`src/rtl/hdr_pkg.sv`:
```
package hdr_pkg;

    typedef struct packed {
        logic coll;
        logic late;
        logic ufl;
        logic ovf;
    } outcome_t;

    typedef struct packed {
        logic excess;
        logic late;
        logic ufl;
        logic ovf;
    } status_t;

    typedef enum logic [1:0] {
        ACT_NONE,
        ACT_RETRY_WAIT,
        ACT_RETRY_NOW,
        ACT_DROP
    } action_e;

    function automatic logic [15:0] lfsr_step(input logic [15:0] s, input logic [15:0] taps);
        return s[0] ? ((s >> 1) ^ taps) : (s >> 1);
    endfunction

    function automatic int unsigned clip_exp(input int unsigned n, input int unsigned cap);
        return (n < cap) ? n : cap;
    endfunction

endpackage

```
`src/rtl/hdr_lfsr.sv`:
```
module hdr_lfsr #(
    parameter int          OUT_W = 10,
    parameter logic [15:0] TAPS  = 16'hB400,
    parameter logic [15:0] SEED  = 16'hACE1
) (
    input  logic             clk,
    input  logic             rst,
    output logic [OUT_W-1:0] rnd
);
    import hdr_pkg::*;

    logic [15:0] state_q;

    always_ff @(posedge clk) begin
        if (rst) state_q <= SEED;
        else     state_q <= lfsr_step(state_q, TAPS);
    end

    assign rnd = state_q[OUT_W-1:0];
endmodule

```
`src/rtl/hdr_backoff_timer.sv`:
```
module hdr_backoff_timer #(
    parameter int SLOT_CYCLES = 64,
    parameter int K_W         = 10
) (
    input  logic           clk,
    input  logic           rst,
    input  logic           load,
    input  logic [K_W-1:0] slots,
    output logic           busy
);
    localparam int SW = $clog2(SLOT_CYCLES + 1);
    localparam logic [SW-1:0] SLOT_LAST = SW'(SLOT_CYCLES - 1);

    logic [K_W-1:0] left_q;
    logic [SW-1:0]  cyc_q;
    logic           busy_q;

    always_ff @(posedge clk) begin
        if (rst) begin
            busy_q <= 1'b0;
            left_q <= '0;
            cyc_q  <= '0;
        end else if (load) begin
            busy_q <= (slots != '0);
            left_q <= slots;
            cyc_q  <= SLOT_LAST;
        end else if (busy_q) begin
            if (cyc_q == '0) begin
                if (left_q == K_W'(1)) begin
                    busy_q <= 1'b0;
                end else begin
                    left_q <= left_q - 1'b1;
                    cyc_q  <= SLOT_LAST;
                end
            end else begin
                cyc_q <= cyc_q - 1'b1;
            end
        end
    end

    assign busy = busy_q;
endmodule

```
`src/rtl/hdr_decide.sv`:
```
module hdr_decide #(
    parameter int MAX_ATTEMPTS = 16,
    parameter int CAP_EXP      = 10
) (
    input  logic               clk,
    input  logic               rst,
    input  logic               fire,
    input  hdr_pkg::outcome_t  res,
    input  logic               en_coll,
    input  logic               en_fatal,
    input  logic               en_ufl,
    input  logic               clr,
    input  logic [CAP_EXP-1:0] rnd,
    output logic               retry_q,
    output logic               drop_q,
    output hdr_pkg::status_t   sts_q,
    output logic               bo_load,
    output logic [CAP_EXP-1:0] bo_slots
);
    import hdr_pkg::*;

    localparam int CW = $clog2(MAX_ATTEMPTS + 1);

    logic [CW-1:0]      cnt_q, cnt_inc, cnt_d;
    logic               excess;
    action_e            act;
    logic [CAP_EXP-1:0] mask;
    status_t            sts_set;
    int unsigned        e;

    assign cnt_inc = cnt_q + 1'b1;
    assign excess  = res.coll && (cnt_inc == CW'(MAX_ATTEMPTS));

    always_comb begin
        if (res.ovf)
            act = ACT_DROP;
        else if (res.coll)
            act = ((res.late || excess) ? en_fatal : en_coll) ? ACT_RETRY_WAIT : ACT_DROP;
        else if (res.ufl)
            act = en_ufl ? ACT_RETRY_NOW : ACT_DROP;
        else
            act = ACT_NONE;
    end

    always_comb begin
        e = clip_exp(int'(cnt_inc), CAP_EXP);
        for (int i = 0; i < CAP_EXP; i++) mask[i] = (i < e);
    end

    always_comb begin
        if (!fire)
            cnt_d = cnt_q;
        else if (act == ACT_RETRY_WAIT && !excess)
            cnt_d = cnt_inc;
        else
            cnt_d = '0;
    end

    always_comb begin
        sts_set.excess = fire && excess;
        sts_set.late   = fire && res.coll && res.late;
        sts_set.ufl    = fire && res.ufl;
        sts_set.ovf    = fire && res.ovf;
    end

    assign bo_load  = fire && (act == ACT_RETRY_WAIT);
    assign bo_slots = rnd & mask;

    always_ff @(posedge clk) begin
        if (rst) begin
            cnt_q   <= '0;
            retry_q <= 1'b0;
            drop_q  <= 1'b0;
            sts_q   <= '0;
        end else begin
            cnt_q   <= cnt_d;
            retry_q <= fire && (act == ACT_RETRY_WAIT || act == ACT_RETRY_NOW);
            drop_q  <= fire && (act == ACT_DROP);
            sts_q   <= (clr ? status_t'('0) : sts_q) | sts_set;
        end
    end
endmodule

```
`src/rtl/hd_retry_ctrl.sv`:
```
module hd_retry_ctrl #(
    parameter int SLOT_CYCLES  = 64,
    parameter int MAX_ATTEMPTS = 16,
    parameter int BACKOFF_CAP  = 10
) (
    input  logic clk,
    input  logic rst,
    input  logic ev_valid,
    input  logic ev_coll,
    input  logic ev_late,
    input  logic ev_ufl,
    input  logic ev_ovf,
    input  logic en_coll_retry,
    input  logic en_fatal_retry,
    input  logic en_ufl_retry,
    input  logic clr_status,
    output logic retry_pulse,
    output logic drop_pulse,
    output logic backoff_busy,
    output logic sts_excess,
    output logic sts_late,
    output logic sts_ufl,
    output logic sts_ovf
);
    import hdr_pkg::*;

    localparam int K_W = BACKOFF_CAP;

    outcome_t       res;
    status_t        sts;
    logic           fire, bo_load, busy;
    logic [K_W-1:0] rnd, bo_slots;

    assign res  = '{coll: ev_coll, late: ev_late, ufl: ev_ufl, ovf: ev_ovf};
    assign fire = ev_valid && !busy;

    hdr_lfsr #(.OUT_W(K_W)) u_lfsr (
        .clk(clk), .rst(rst), .rnd(rnd)
    );

    hdr_decide #(.MAX_ATTEMPTS(MAX_ATTEMPTS), .CAP_EXP(K_W)) u_decide (
        .clk(clk), .rst(rst), .fire(fire), .res(res),
        .en_coll(en_coll_retry), .en_fatal(en_fatal_retry), .en_ufl(en_ufl_retry),
        .clr(clr_status), .rnd(rnd),
        .retry_q(retry_pulse), .drop_q(drop_pulse), .sts_q(sts),
        .bo_load(bo_load), .bo_slots(bo_slots)
    );

    hdr_backoff_timer #(.SLOT_CYCLES(SLOT_CYCLES), .K_W(K_W)) u_timer (
        .clk(clk), .rst(rst), .load(bo_load), .slots(bo_slots), .busy(busy)
    );

    assign backoff_busy = busy;
    assign sts_excess   = sts.excess;
    assign sts_late     = sts.late;
    assign sts_ufl      = sts.ufl;
    assign sts_ovf      = sts.ovf;
endmodule

```
`config.mk`:
```
export PLATFORM = sky130hd
export DESIGN_NAME = hd_retry_ctrl
export DESIGN_NICKNAME = d
export VERILOG_FILES = /design/src/rtl/hdr_pkg.sv /design/src/rtl/hdr_lfsr.sv /design/src/rtl/hdr_backoff_timer.sv /design/src/rtl/hdr_decide.sv /design/src/rtl/hd_retry_ctrl.sv
export SDC_FILE = /design/constraint.sdc
export NUM_CORES = 1
export LEC_CHECK = 0
export ABC_AREA = 1
export ABC_CLOCK_PERIOD_IN_PS = 5300
export CORE_MARGIN = 2
export CORE_UTILIZATION = 40
export CTS_CLUSTER_DIAMETER = 40
export CTS_CLUSTER_SIZE = 28
export DETAILED_ROUTE_END_ITERATION = 16
export PLACE_DENSITY = 0.69
export REMOVE_ABC_BUFFERS = 1
export SYNTH_ARGS = -nofsm -noshare
export SYNTH_HDL_FRONTEND = slang
export SYNTH_SLANG_ARGS = --single-unit
```
`constraint.sdc`:
```
create_clock -name clk -period 5.3 [get_ports clk]
set_input_delay 0.53 -clock clk [delete_from_list [all_inputs] [get_ports clk]]
set_output_delay 0.53 -clock clk [all_outputs]
set_load 0.005 [all_outputs]
```
---- Word level (Yosys, flattened, before mapping) ----
Index checks and enable logic that the tools add are counted.
cells by class
  $add $sub $neg .......................... 3
  multiply operators ...................... 0
  divide/modulo/power cells ............... 0
  magnitude comparators ................... 11
  eq/ne operators ......................... 8
  shifts and indexed selects .............. 0
  muxes and demuxes ....................... 22
  bitwise operators ....................... 3
  reductions and logical operators ........ 23
operators by type and width
  cell                                                 count
  < comparator 3 x 32 -> 1 bit (first input constant)  4
  < comparator 1 x 32 -> 1 bit (first input constant)  2
  < comparator 2 x 32 -> 1 bit (first input constant)  2
  < comparator 4 x 32 -> 1 bit (first input constant)  2
  two-way mux 10 bit                                   4
  two-way mux 16 bit                                   1
  two-way mux 7 bit                                    2
  two-way mux 6 bit                                    2
  logical AND 1 bit                                    11
  bitwise AND 10 bit                                   1
  == test 10 x 1 -> 1 bit (second input constant)      1
  two-way mux 5 bit                                    2
  nonzero test 10 bit                                  1
  subtractor 10 x 1 -> 10 bit (second input constant)  1
  two-way mux 2 bit                                    4
  zero test 7 bit                                      1
  subtractor 7 x 1 -> 7 bit (second input constant)    1
  two-way mux 1 bit                                    6
  adder 5 x 1 -> 5 bit (second input constant)         1
  == test 5 bit (second input constant)                1
  < comparator 5 x 4 -> 1 bit (second input constant)  1
  == test 2 bit (second input constant)                2
  two-way mux 4 bit                                    1
  inequality test 2 bit (second input constant)        2
  10 further kinds                                     14
word-level totals
  bits in registers ....................... 45
  latch bits .............................. 0
  bits in writable memories ............... 0
  ROM bits ................................ 0
  bits of input ports ..................... 11
  output and inout bits ................... 7
  logic and storage cells ................. 82
  memories ................................ 0

---- Logic depth before layout (Yosys ltp) ----
Gate-level depths: netlist of run 1.
  word-level depth ........................ 12
  mapped depth ............................ 20
  depth with buffers taken out ............ 20

---- Hierarchy ----
Synthesis of run 1 repeated with hierarchy kept, for this count alone.
second synthesis, totals
  cells, all modules ...................... 387
  area, all modules ....................... 2,642.5 um2
modules (own cells, without submodules)
  module             instances  cells an instance  area an instance (um2)  seq. area each (um2)
  hdr_backoff_timer  1          217                1,350.0                 360.3
  hdr_decide         1          107                733.2                   220.2
  hdr_lfsr           1          61                 549.3                   320.3
  hd_retry_ctrl      1          2                  10.0                    0.0

---- Worst setup path before layout of run 1 ----
No wires, ideal clock.
  path kind ............................... flip-flop to flip-flop
  start ................................... register u_decide.cnt_q[0]
  end ..................................... register u_timer.cyc_q[5]
  library setup time ...................... 0.116 ns
  arrival ................................. 2.106 ns
  required time ........................... 5.184 ns
  path slack .............................. 3.078 ns
  cell stages (with the launch flop) ...... 20
  path buffers ............................ 0
  period minus slack after synthesis ...... 2.222 ns
  path through ............................ dfxtp_1 -> ha_1 -> inv_1 -> nand2_1 -> nand2_2 -> inv_2 -> nand2_1 -> nor2_2 -> nand3_2 -> nand3_1 -> nand3_1 -> nand2_2 -> inv_2 -> ha_1 -> nand2_4 -> nand2_1 -> a31oi_1 -> nand2_1 -> nor2_1 -> nor2_1
on the way
  cells in the longest elaborated chain, start to end .. 12
  elaborated cells between the ends (all ways) .. 14
  those cells by class .................... add/sub (1); eq/ne (3); mux (5); reduce/logical (5)
ends and longest elaborated chain
  element                                                                       RTL line                 source
  start: declaration                                                            hdr_decide.sv:24         logic [CW-1:0] cnt_q, cnt_inc, cnt_d;
  start signal: assignment                                                      hdr_decide.sv:76         cnt_q <= cnt_d;
  adder 5 x 1 -> 5 bit (*)                                                      hdr_decide.sv:31         assign cnt_inc = cnt_q + 1'b1;
  == test 5 bit (*)                                                             hdr_decide.sv:32         assign excess = res.coll && (cnt_inc == CW'(MAX_ATTEMPTS));
  logical AND 1 bit (*)                                                         hdr_decide.sv:32
  logical OR 1 bit (*)                                                          hdr_decide.sv:38         act = ((res.late || excess) ? en_fatal : en_coll) ? ACT_RETRY_WAIT : ACT_DROP;
  two-way mux 1 bit (*)                                                         hdr_decide.sv:38
  two-way mux 2 bit (*)                                                         hdr_decide.sv:38
  two-way mux 2 bit (*)                                                         hdr_decide.sv:37         else if (res.coll)
  two-way mux 2 bit (*)                                                         hdr_decide.sv:35         if (res.ovf)
  == test 2 x 1 -> 1 bit (*)                                                    hdr_decide.sv:66         assign bo_load = fire && (act == ACT_RETRY_WAIT);
  logical AND 1 bit (*)                                                         hdr_decide.sv:66
  inequality test 3 bit (no source line) or nonzero test 2 bit (tied branches)  -
  AND reduction 2 bit (no source line)                                          -
  end signal: assignment                                                        hdr_backoff_timer.sv:36  cyc_q <= cyc_q - 1'b1;
  end: declaration                                                              hdr_backoff_timer.sv:15  logic [SW-1:0] cyc_q;
Mark *: on every way between the ends. The rest lies on a longest branch, timed or not.
A chain may end at the register's enable or synchronous reset.

---- Final worst setup path of run 1 ----
  start ................................... register u_decide.cnt_q[0]
  end ..................................... register u_timer.left_q[7]
on the way
  cells in the longest elaborated chain, start to end .. 12
  elaborated cells between the ends (all ways) .. 19
  those cells by class .................... add/sub (1); order compare (2); eq/ne (3); mux (6); bitwise (1); reduce/logical (6)
ends and longest elaborated chain
  element                                                                                RTL line                 source
  adder 5 x 1 -> 5 bit (*)                                                               hdr_decide.sv:31
  parallel branches: the longest is 11 deep, another holds < comparator 3 x 32 -> 1 bit  -
  end signal: assignment                                                                 hdr_backoff_timer.sv:25  left_q <= slots;
  end signal: assignment                                                                 hdr_backoff_timer.sv:32  left_q <= left_q - 1'b1;
  end: declaration                                                                       hdr_backoff_timer.sv:14  logic [K_W-1:0] left_q;
Mark *: on every way between the ends.

==> results of run 1 <==
## final cells by class
type / instances / area (um2)
Clock buffer: 5 / 68.8
Clock inverter: 3 / 47.5
Fill cell: 618 / 3100
Inverter: 52 / 195
Multi-Input combinational cell: 231 / 1230
Sequential cell: 45 / 901
Tap cell: 75 / 93.8
Timing Repair Buffer: 18 / 178
## report_power, final
part,internal (mW),total (mW),switching (mW),leakage (nW)
logic,0.0663,0.170,0.104,0.844
registers,0.362,0.378,0.0161,0.370
clock network,0.144,0.269,0.125,0.0591
## routing by layer
layer / vias up / GRT usage [%] / share of wire [%]
li1: 1098 / - / -
met2: 34 / 27.4 / 46
met4: 0 / 6.61 / 1.8
met3: 8 / 3.67 / 3.7
met5: - / 0 / 0
met1: 927 / 20.7 / 48
## cells in the final DEF, fill, tap and decap left out, types with 2 or more instances in the layout
master	Yosys	routed
a21oi_1	23	23
a31oi_1	2	2
clkbuf_8	0	5
clkdlybuf4s50_1	0	17
clkinv_1	2	2
dfxtp_1	45	45
ha_1	8	8
inv_1	41	41
inv_2	9	9
inv_6	0	2
nand2_1	69	69
nand2_2	10	10
nand2_4	2	2
nand3_1	27	27
nand4_1	6	6
nand4_2	3	3
nor2_1	36	36
nor2_2	3	3
nor2_4	2	2
nor3_1	2	2
o21ai_0	15	15
o21ai_1	3	3
o21ai_2	2	2
or2_2	6	6
xor2_1	4	4
## cells by family (layout without fill, tap and decap cells)
group                      Yosys count  count (layout)
and+or+nand+nor                    169             169
buffers and inverters               59              78
AOI/OAI and AO/OA                   49              49
DFF                                 45              45
adders and majority gates            8               8
xor gates and xnor gates             5               5
## per-stage QoR
stage          utilization, %  area [um2]  setup slack [ns]  instances  total power [mW]
2_1_floorplan               -        2330              3.02        328             0.508
3_3_place_gp             44.7        2600              2.76        421             0.551
3_5_place_dp             44.7        2600              2.67        421             0.555
4_1_cts                  46.7        2720              2.70        429             0.825
5_1_grt                  46.7        2720              2.33        429             0.868
6_report                 46.7        2720              2.66        429             0.817
## worst paths after layout
path	cells past startpoint	slack [ns]	startpoint	to
max reg2reg	19	2.66	u_decide.cnt_q[0]$_SDFFE_PP0P_	u_timer.left_q[7]$_SDFFE_PP0P_
min	2	0.41	u_lfsr.state_q[15]$_SDFF_PP1_	u_lfsr.state_q[14]$_SDFF_PP0_
min reg2reg	2	0.41	u_lfsr.state_q[15]$_SDFF_PP1_	u_lfsr.state_q[14]$_SDFF_PP0_
max	19	2.66	u_decide.cnt_q[0]$_SDFFE_PP0P_	u_timer.left_q[7]$_SDFFE_PP0P_
## state kept, by name, summed over array words and instances, names as in the netlist
register and count:
u_decide.cnt_q 5, u_decide.drop_q 1, u_decide.retry_q 1, u_decide.sts_q 4, u_lfsr.state_q 16, u_timer.busy 1
u_timer.cyc_q 7, u_timer.left_q 10
## worst register-to-register path: cells and delay by family, from the launching register on
kind	cells	cell delay, ns
buffers and inverters	4	0.32
and+or+nand+nor	10	1.00
adders and majority gates	2	0.42
DFF	1	0.42
AOI/OAI and AO/OA	3	0.36
==> metrics.txt, run 1 <==
XOR/XNOR share of the synthesized area 1.85%; Yosys top cell area share 38.0%; H-tree Lvls 2; largest family of logic cells by synthesized area simple AND/OR/NAND/NOR gates; postcts setup bufs 0; Post-Synth Simple-Gate Area 34.4%; slowest stage delay, CP 0.42 ns; setup clock skew after layout 0.00619 ns; top-count cell post-synth nand2_1; DRT iter0 DRCs 111; drc violations 0; Worst-path clk slew 0.09 ns; area growth from synthesis to final layout 14.6%; PortBufs 17; Inserted Diodes 0; die height 81.0 um; critical-path cell list ha_1 > inv_1 > nand2_1 > nand2_2 > inv_2 > nand2_1 > nor2_2 > nand3_2 > nand3_1 > nand3_1 > nand2_2 > inv_2 > ha_1 > nand2_4 > inv_2 > a21oi_1 > o21ai_0 > nand4_1 > o21ai_1; antenna viol nets, final 0; Adder-Cell Fraction of Synth Area 4.22%; critical path class reg -> reg; Slew @ Worst Pin 0.568 ns; total of cells resized after clock tree synthesis 0; Synth Register Bits 45; P per Cell Area 300 mW/mm2; Worst-Skew Late Latency 0.30 ns; Area contributors post-synth dfxtp_1 (38%), nand2_1 (11%), inv_1 (6.5%); RD Place Congestion 0.817; Fin. Hold Viols 0; CTS tree yes; Synth Warn # 0; RSZ-0062 raised after global routing false; CTS Root Cell clkbuf_8; Post-Synthesis Cells 335; max-cap violation count 0; arrival time at the worst endpoint 2.83 ns; Post-synth EDFFs 0; final WL 4770 um; Max rail drop VDD 0.000185 V; hold-fix buffers at CTS 0; Worst setup SP type flop; share of cells above drive strength 1 14.4%; nets 372; Synth Area in Compound Gates 11.6%; min-delay worst type reg -> reg; Routed WL per cell 11.1 um; Synth cell types 34; WP data required 5.49 ns; first-pass GRT wire length 8350 um; CTS sink cnt 45; 1st-pass router iterations 4; Num CTS Buffers 5; WHS 0.411 ns; Slowest cell on crit path dfxtp_1; Max clock buf depth 2; CP max FO 17; GRT Util Overall 16.5%; CP delay by family, top simple AND/OR/NAND/NOR gates; Mapped Avg Cell Area 7.08 um2; synth cell count leaders nand2_1 (69), dfxtp_1 (45), inv_1 (41), nor2_1 (36), nand3_1 (27); min Tclk post-route 2.64 ns; largest area contributor in the netlist dfxtp_1; Congestion Overflow GR 0; most frequent CP cell inv_2; Synth Flop Type dfxtp_1; headroom to the max-slew limit 61.9%; leak pwr 1.27 nW; antenna violations before repair 0; Ports 18; Die Wd 81.0 um; Rows 28; maximum operating frequency 379 MHz; Die Footprint 0.00656 mm2; status finished, final reports clean; vias 2,067; register area share after synthesis 38.0%; final slew viol count 0; Initial Util 40.8%; dpl hpwl 3580 um; CP Capture Type flop; ys async rst share 0%; final setup TNS 0 ns; core area 0.00582 mm2; Buf/Inv on CP 4; Syn Std Cell Area 0.00237 mm2; period utilization 49.8%; final count of negative-setup-slack endpoints 0; Vias per Instance 4.82; multiplexer area fraction after synthesis 0%; vias in the first global route 1,943; largest net degree at the start of global routing 29
No activity file was read; power rests on OpenSTA's default activity.
==> inputs of run 2 (changes only) <==
--- a/config.mk
+++ b/config.mk
@@ -6,7 +6,7 @@
 export NUM_CORES = 1
 export LEC_CHECK = 0
 export ABC_AREA = 1
-export ABC_CLOCK_PERIOD_IN_PS = 5300
+export ABC_CLOCK_PERIOD_IN_PS = 2700
 export CORE_MARGIN = 2
 export CORE_UTILIZATION = 40
 export CTS_CLUSTER_DIAMETER = 40
==> constraint.sdc (replaced) <==
create_clock -name clk -period 2.7 [get_ports clk]
set_input_delay 0.27 -clock clk [delete_from_list [all_inputs] [get_ports clk]]
set_output_delay 0.27 -clock clk [all_outputs]
set_load 0.005 [all_outputs]
==> run 2 against run 1 <==
- cell count increased by 0.93%
- largest cell class unchanged
- sequential cell count stayed put
- non-clock buffer count rose by 4
- worst setup slack worse by 2.5 ns
==> metrics.txt, run 2 (synthesized netlist as in run 1, its figures left out) <==
most frequent CP cell inv_2 (unchanged); min Tclk post-route 2.52 ns (was 2.64 ns); status finished, final reports clean (unchanged); CP Capture Type flop (unchanged); Die Wd 81.0 um (unchanged); share of cells above drive strength 1 15.9% (was 14.4%); H-tree Lvls 2 (unchanged); area growth from synthesis to final layout 16.2% (was 14.6%); vias in the first global route 2,006 (was 1,943); vias 2,110 (was 2,067); CTS Root Cell clkbuf_8 (unchanged); final slew viol count 0 (unchanged); fillers 610 (was 618); max-cap violation count 0 (unchanged); final worst slack 0.182 ns (was 2.66 ns); Inserted Diodes 0 (unchanged); antenna violations before repair 0 (unchanged); most common cell after layout, fill and taps aside nand2_1 (unchanged); final count of negative-setup-slack endpoints 0 (unchanged); Worst-path clk slew 0.10 ns (was 0.09 ns); nets 376 (was 372); CTS tree yes (unchanged); Max rail drop VDD 0.000360 V (was 0.000185 V); Tot Pwr 1.61 mW (was 817 uW); Buf/Inv on CP 5 (was 4); Worst-Skew Late Latency 0.30 ns (about the same); most frequent cells in the layout nand2_1 (69), dfxtp_1 (44), inv_1 (41) (was nand2_1 (69), dfxtp_1 (45), inv_1 (41)); largest net degree at the start of global routing 28 (was 29); CP delay by family, top simple AND/OR/NAND/NOR gates (unchanged); final setup TNS 0 ns (unchanged); Slew @ Worst Pin 0.563 ns (was 0.568 ns); leak pwr 1.28 nW (was 1.27 nW); P per Cell Area 585 mW/mm2 (was 300 mW/mm2); fin util 47.4% (was 46.7%); pre-CTS setup slack 0.131 ns (was 2.67 ns); Routed WL per cell 11.5 um (was 11.1 um); headroom to the max-slew limit 62.2% (was 61.9%); die height 81.0 um (unchanged); Num CTS Buffers 5 (unchanged); Vias per Instance 4.87 (was 4.82); Fin. Hold Viols 0 (unchanged); Placed Instance Area 0.00260 mm2 (unchanged); Multi-input gate area 0.00124 mm2 (was 0.00123 mm2); DRT iter0 DRCs 60 (was 111); Ports 18 (unchanged); PortBufs 17 (unchanged); CTS sink cnt 45 (unchanged); setup clock skew after layout 0.0132 ns (was 0.00619 ns); drc violations 0 (unchanged); WP data required 2.92 ns (was 5.49 ns); RD Place Congestion 0.845 (was 0.817); Max clock buf depth 2 (unchanged); Rows 28 (unchanged); largest registers u_lfsr.state_q x16, u_timer.left_q x10, u_timer.cyc_q x7 (unchanged); min-delay worst type reg -> reg (unchanged); Congestion Overflow GR 0 (unchanged); 1st-pass router iterations 4 (unchanged); Slowest cell on crit path dfxtp_1 (unchanged); number of flip-flops in the largest register 16 (unchanged); cell area after layout 0.00276 mm2 (was 0.00272 mm2); arrival time at the worst endpoint 2.74 ns (was 2.83 ns); period utilization 93.3% (was 49.8%); final WL 4970 um (was 4770 um); dpl hpwl 3620 um (was 3580 um); first-pass GRT wire length 8770 um (was 8350 um); critical-path cell list ha_2 > inv_1 > nand2_1 > nand2_2 > inv_2 > nand2_1 > nor2_2 > nand3_2 > nand3_1 > nand3_1 > nand2_2 > inv_2 > ha_1 > nand2_4 > buf_4 > nand2_8 > nor2_4 > inv_2 > o22ai_2 (was ha_1 > inv_1 > nand2_1 > nand2_2 > inv_2 > nand2_1 > nor2_2 > nand3_2 > nand3_1 > nand3_1 > nand2_2 > inv_2 > ha_1 > nand2_4 > inv_2 > a21oi_1 > o21ai_0 > nand4_1 > o21ai_1); Initial Util 40.8% (unchanged); CP max FO 13 (was 17); maximum operating frequency 397 MHz (was 379 MHz); core area 0.00582 mm2 (unchanged); slowest stage delay, CP 0.42 ns (about the same); RSZ-0062 raised after global routing false (unchanged); hold-fix buffers at CTS 0 (unchanged); FF/Latch Area 902 um2 (was 901 um2); critical path class reg -> reg (unchanged); antenna viol nets, final 0 (unchanged); GRT Util Overall 16.9% (was 16.5%); Top reg by flops u_lfsr.state_q (unchanged); Worst setup SP type flop (unchanged); Die Footprint 0.00656 mm2 (unchanged)
[run 2: timing repair]
| action | in CTS | in global routing |
|---|---|---|
| gates resized for setup | 0 | 3 |
| endpoints found under the setup margin | 0 | 14 |
| setup buffers | 0 | 4 |
[run 2: power breakdown]
group          total (mW)  internal [mW]  switching, mW
Combinational       0.337          0.133          0.203
Clock               0.532          0.282          0.249
Sequential          0.743          0.710         0.0328
[run 2: tightest hold or removal path, cell delays in order, from the launching register on]
cell and delay [ns]:
dfxtp_1 0.31, inv_1 0.04, nor2_1 0.03
[run 2: final timing paths]
kind                                       start                             end  slack, ns  cells past startpoint
setup / recovery  u_decide.cnt_q[0]$_SDFFE_PP0P_  u_timer.left_q[2]$_SDFFE_PP0P_       0.18                     19
hold / removal     u_lfsr.state_q[15]$_SDFF_PP1_   u_lfsr.state_q[14]$_SDFF_PP0_       0.42                      2
hold reg to reg    u_lfsr.state_q[15]$_SDFF_PP1_   u_lfsr.state_q[14]$_SDFF_PP0_       0.42                      2
setup reg to reg  u_decide.cnt_q[0]$_SDFFE_PP0P_  u_timer.left_q[2]$_SDFFE_PP0P_       0.18                     19
[run 2: metrics by stage]
stage                     instances  hold WS [ns]
after floorplan                 328         0.339
after global placement          421         0.393
final                           433         0.416
after detailed placement        421         0.404
after global routing            433         0.441
after CTS                       429         0.418
[run 2: cell type report]
| cell class | count | area share (%) |
|---|---|---|
| clock buffer | 5 | 2.50 |
| multi-input combinational | 231 | 44.9 |
| sequential | 45 | 32.7 |
| tap | 75 | 3.41 |
| timing repair buffer | 22 | 7.54 |
| inverter | 52 | 7.18 |
| clock inverter | 3 | 1.77 |
[run 2: layer usage]
metal	share of wire [%]	vias up	GRT usage (%)
met5	0	-	0
met4	0.89	0	4.07
met3	3.4	6	4.11
met2	47	31	29.0
met1	49	969	21.3
li1	-	1104	-
==> inputs of run 3 (changes only) <==
--- a/config.mk
+++ b/config.mk
@@ -8,11 +8,12 @@
 export ABC_AREA = 1
 export ABC_CLOCK_PERIOD_IN_PS = 2700
 export CORE_MARGIN = 2
-export CORE_UTILIZATION = 40
+export CORE_UTILIZATION = 45
 export CTS_CLUSTER_DIAMETER = 40
 export CTS_CLUSTER_SIZE = 28
 export DETAILED_ROUTE_END_ITERATION = 16
-export PLACE_DENSITY = 0.69
+export GPL_TIMING_DRIVEN = 1
+export PLACE_DENSITY = 0.75
 export REMOVE_ABC_BUFFERS = 1
 export SYNTH_ARGS = -nofsm -noshare
 export SYNTH_HDL_FRONTEND = slang
==> run 3 against run 2 <==
- cell count fell by 1.2%
- critical endpoint is now u_timer.cyc_q[5]$_SDFFE_PP0P_
- clock skew is 0.0093 ns lower
- die area down 11%
- largest cell class unchanged
- combinational power about the same
==> metrics.txt, run 3 (synthesized netlist as in run 1, its figures left out) <==
PortBufs 17 (unchanged); CP max FO 7 (was 13); Initial Util 46.4% (was 40.8%); Top reg by flops u_lfsr.state_q (unchanged); antenna violations before repair 0 (unchanged); final slew viol count 0 (unchanged); sw power 479 uW (was 486 uW); final WL 4730 um (was 4970 um); Max clock buf depth 2 (unchanged); sw frac 29.8% (was 30.1%); number of flip-flops in the largest register 16 (unchanged); Worst setup SP type flop (unchanged); maximum operating frequency 413 MHz (was 397 MHz); hold-fix buffers at CTS 0 (unchanged); r2r worst-path depth 19 (unchanged); min Tclk post-route 2.42 ns (was 2.52 ns); most common cell after layout, fill and taps aside nand2_1 (unchanged); Worst-path clk slew 0.09 ns (was 0.10 ns); final worst slack 0.280 ns (was 0.182 ns); max-cap violation count 0 (unchanged); Inserted Diodes 0 (unchanged); die height 76.6 um (was 81.0 um); headroom to the max-slew limit 62.2% (about the same); status finished, final reports clean (unchanged); critical path class reg -> reg (unchanged); largest net degree at the start of global routing 28 (unchanged); Rows 26 (was 28); 1st-pass router iterations 4 (unchanged); fin util 53.8% (was 47.4%); Max rail drop VDD 0.000450 V (was 0.000360 V); Die Wd 76.6 um (was 81.0 um); GRT Util Overall 17.1% (was 16.9%); clock network fraction of design power 33.0% (about the same); nets 376 (unchanged); Power Internal 1.13 mW (about the same); pre-CTS setup slack 0.143 ns (was 0.131 ns); area growth from synthesis to final layout 15.8% (was 16.2%); vias in the first global route 1,892 (was 2,006); share of cells above drive strength 1 15.9% (unchanged); R2R Path Start u_decide.cnt_q[1]$_SDFFE_PP0P_ (was u_decide.cnt_q[0]$_SDFFE_PP0P_); Num CTS Buffers 5 (unchanged); final count of negative-setup-slack endpoints 0 (unchanged); min-delay worst type reg -> reg (unchanged); vias 2,070 (was 2,110); most frequent cells in the layout nand2_1 (69), dfxtp_1 (43), inv_1 (41) (was nand2_1 (69), dfxtp_1 (44), inv_1 (41)); antenna viol nets, final 0 (unchanged); dpl hpwl 3460 um (was 3620 um); Comb pwr share 20.8% (was 20.9%); CTS tree yes (unchanged); slowest stage delay, CP 0.38 ns (was 0.42 ns); Tot Pwr 1.61 mW (about the same); critical-path cell list ha_1 > inv_1 > nand2_1 > nand2_2 > inv_2 > nand2_1 > nor2_2 > nand3_2 > nand3_1 > nand3_1 > nand2_2 > inv_2 > ha_1 > nand2_4 > nand2_1 > a31oi_1 > nand2_1 > nor2_1 > nor2_1 (was ha_2 > inv_1 > nand2_1 > nand2_2 > inv_2 > nand2_1 > nor2_2 > nand3_2 > nand3_1 > nand3_1 > nand2_2 > inv_2 > ha_1 > nand2_4 > buf_4 > nand2_8 > nor2_4 > inv_2 > o22ai_2); largest registers u_lfsr.state_q x16, u_timer.left_q x10, u_timer.cyc_q x7 (unchanged); Congestion Overflow GR 0 (unchanged); Slowest cell on crit path dfxtp_2 (was dfxtp_1); Die Footprint 0.00587 mm2 (was 0.00656 mm2); RSZ-0062 raised after global routing false (unchanged); Slew @ Worst Pin 0.563 ns (about the same); WP data required 2.90 ns (was 2.92 ns); critical path endpoint u_timer.cyc_q[5]$_SDFFE_PP0P_ (was u_timer.left_q[2]$_SDFFE_PP0P_); H-tree Lvls 2 (unchanged); Fin. Hold Viols 0 (unchanged); DRT iter0 DRCs 95 (was 60); R2R Setup Slk 0.28 ns (was 0.18 ns); CP Capture Type flop (unchanged); Flop pwr share 46.2% (was 46.1%); Vias per Instance 4.84 (was 4.87); CTS Root Cell clkbuf_8 (unchanged); drc violations 0 (unchanged); Ports 18 (unchanged); CTS sink cnt 45 (unchanged); origin of the worst setup path u_decide.cnt_q[1]$_SDFFE_PP0P_ (was u_decide.cnt_q[0]$_SDFFE_PP0P_); Worst-Skew Late Latency 0.30 ns (about the same); Reg-to-Reg End u_timer.cyc_q[5]$_SDFFE_PP0P_ (was u_timer.left_q[2]$_SDFFE_PP0P_); leak pwr 1.29 nW (was 1.28 nW); most frequent CP cell nand2_1 (was inv_2); final setup TNS 0 ns (unchanged); P per Cell Area 585 mW/mm2 (about the same); setup clock skew after layout 0.00385 ns (was 0.0132 ns); RD Place Congestion 0.845 (about the same); core area 0.00511 mm2 (was 0.00582 mm2); Routed WL per cell 11.0 um (was 11.5 um); period utilization 89.6% (was 93.3%); first-pass GRT wire length 8170 um (was 8770 um); arrival time at the worst endpoint 2.62 ns (was 2.74 ns); fillers 520 (was 610)
## run 3: per-layer routing
metal / GRT usage [%] / part of all wire (%) / vias up
li1: - / - / 1109
met4: 7.09 / 1.8 / 0
met1: 21.9 / 48 / 920
met3: 3.32 / 3.4 / 7
met2: 28.0 / 46 / 34
met5: 0 / 0 / -
## run 3: critical path, delay by kind of cell (launching register included)
family | cells | cell delay (ns)
adders and majority gates | 2 | 0.42
buffers and inverters | 3 | 0.18
and+or+nand+nor | 13 | 1.17
DFF | 1 | 0.38
AOI/OAI and AO/OA | 1 | 0.17
## run 3: through the flow
stage | area [um2] | hold slack, ns | cells
2_1_floorplan | 2330 | 0.339 | 328
3_3_place_gp | 2590 | 0.391 | 416
3_5_place_dp | 2590 | 0.394 | 416
4_1_cts | 2710 | 0.407 | 424
5_1_grt | 2750 | 0.425 | 428
6_report | 2750 | 0.404 | 428
## run 3: power by group through the flow
stage / Clock, mW / Sequential [mW] / Combinational [mW]
2_1_floorplan: 0 / 0.750 / 0.248
3_3_place_gp: 0 / 0.756 / 0.326
3_5_place_dp: 0 / 0.757 / 0.330
4_1_cts: 0.547 / 0.741 / 0.333
5_1_grt: 0.569 / 0.749 / 0.383
6_report: 0.531 / 0.742 / 0.334
## run 3: area by class of cell
cell class                      count  area [um2]  share of cell area, %
Clock buffer                        5        68.8                   2.51
Timing Repair Buffer               22         208                   7.56
Tap cell                           70        87.6                   3.19
Clock inverter                      3        50.0                   1.82
Multi-Input combinational cell    231        1230                   44.9
Sequential cell                    45         903                   32.9
Inverter                           52         195                   7.11
## run 3: timing repair
item | in CTS | in global routing
endpoints found under the setup margin | 0 | 12
buffers inserted | 0 | 4
resized for setup | 0 | 2
## run 3: worst min-delay path by stage
stage                                        from                             end  slack, ns  depth (start not counted)
finish              u_lfsr.state_q[10]$_SDFF_PP1_    u_lfsr.state_q[9]$_SDFF_PP0_       0.40                          2
detailed placement  u_lfsr.state_q[10]$_SDFF_PP1_    u_lfsr.state_q[9]$_SDFF_PP0_       0.39                          2
CTS                 u_lfsr.state_q[10]$_SDFF_PP1_    u_lfsr.state_q[9]$_SDFF_PP0_       0.41                          2
floorplan                                     rst  u_decide.cnt_q[1]$_SDFFE_PP0P_       0.34                          1
global route        u_lfsr.state_q[10]$_SDFF_PP1_    u_lfsr.state_q[9]$_SDFF_PP0_       0.43                          2
global placement    u_lfsr.state_q[10]$_SDFF_PP1_    u_lfsr.state_q[9]$_SDFF_PP0_       0.39                          2
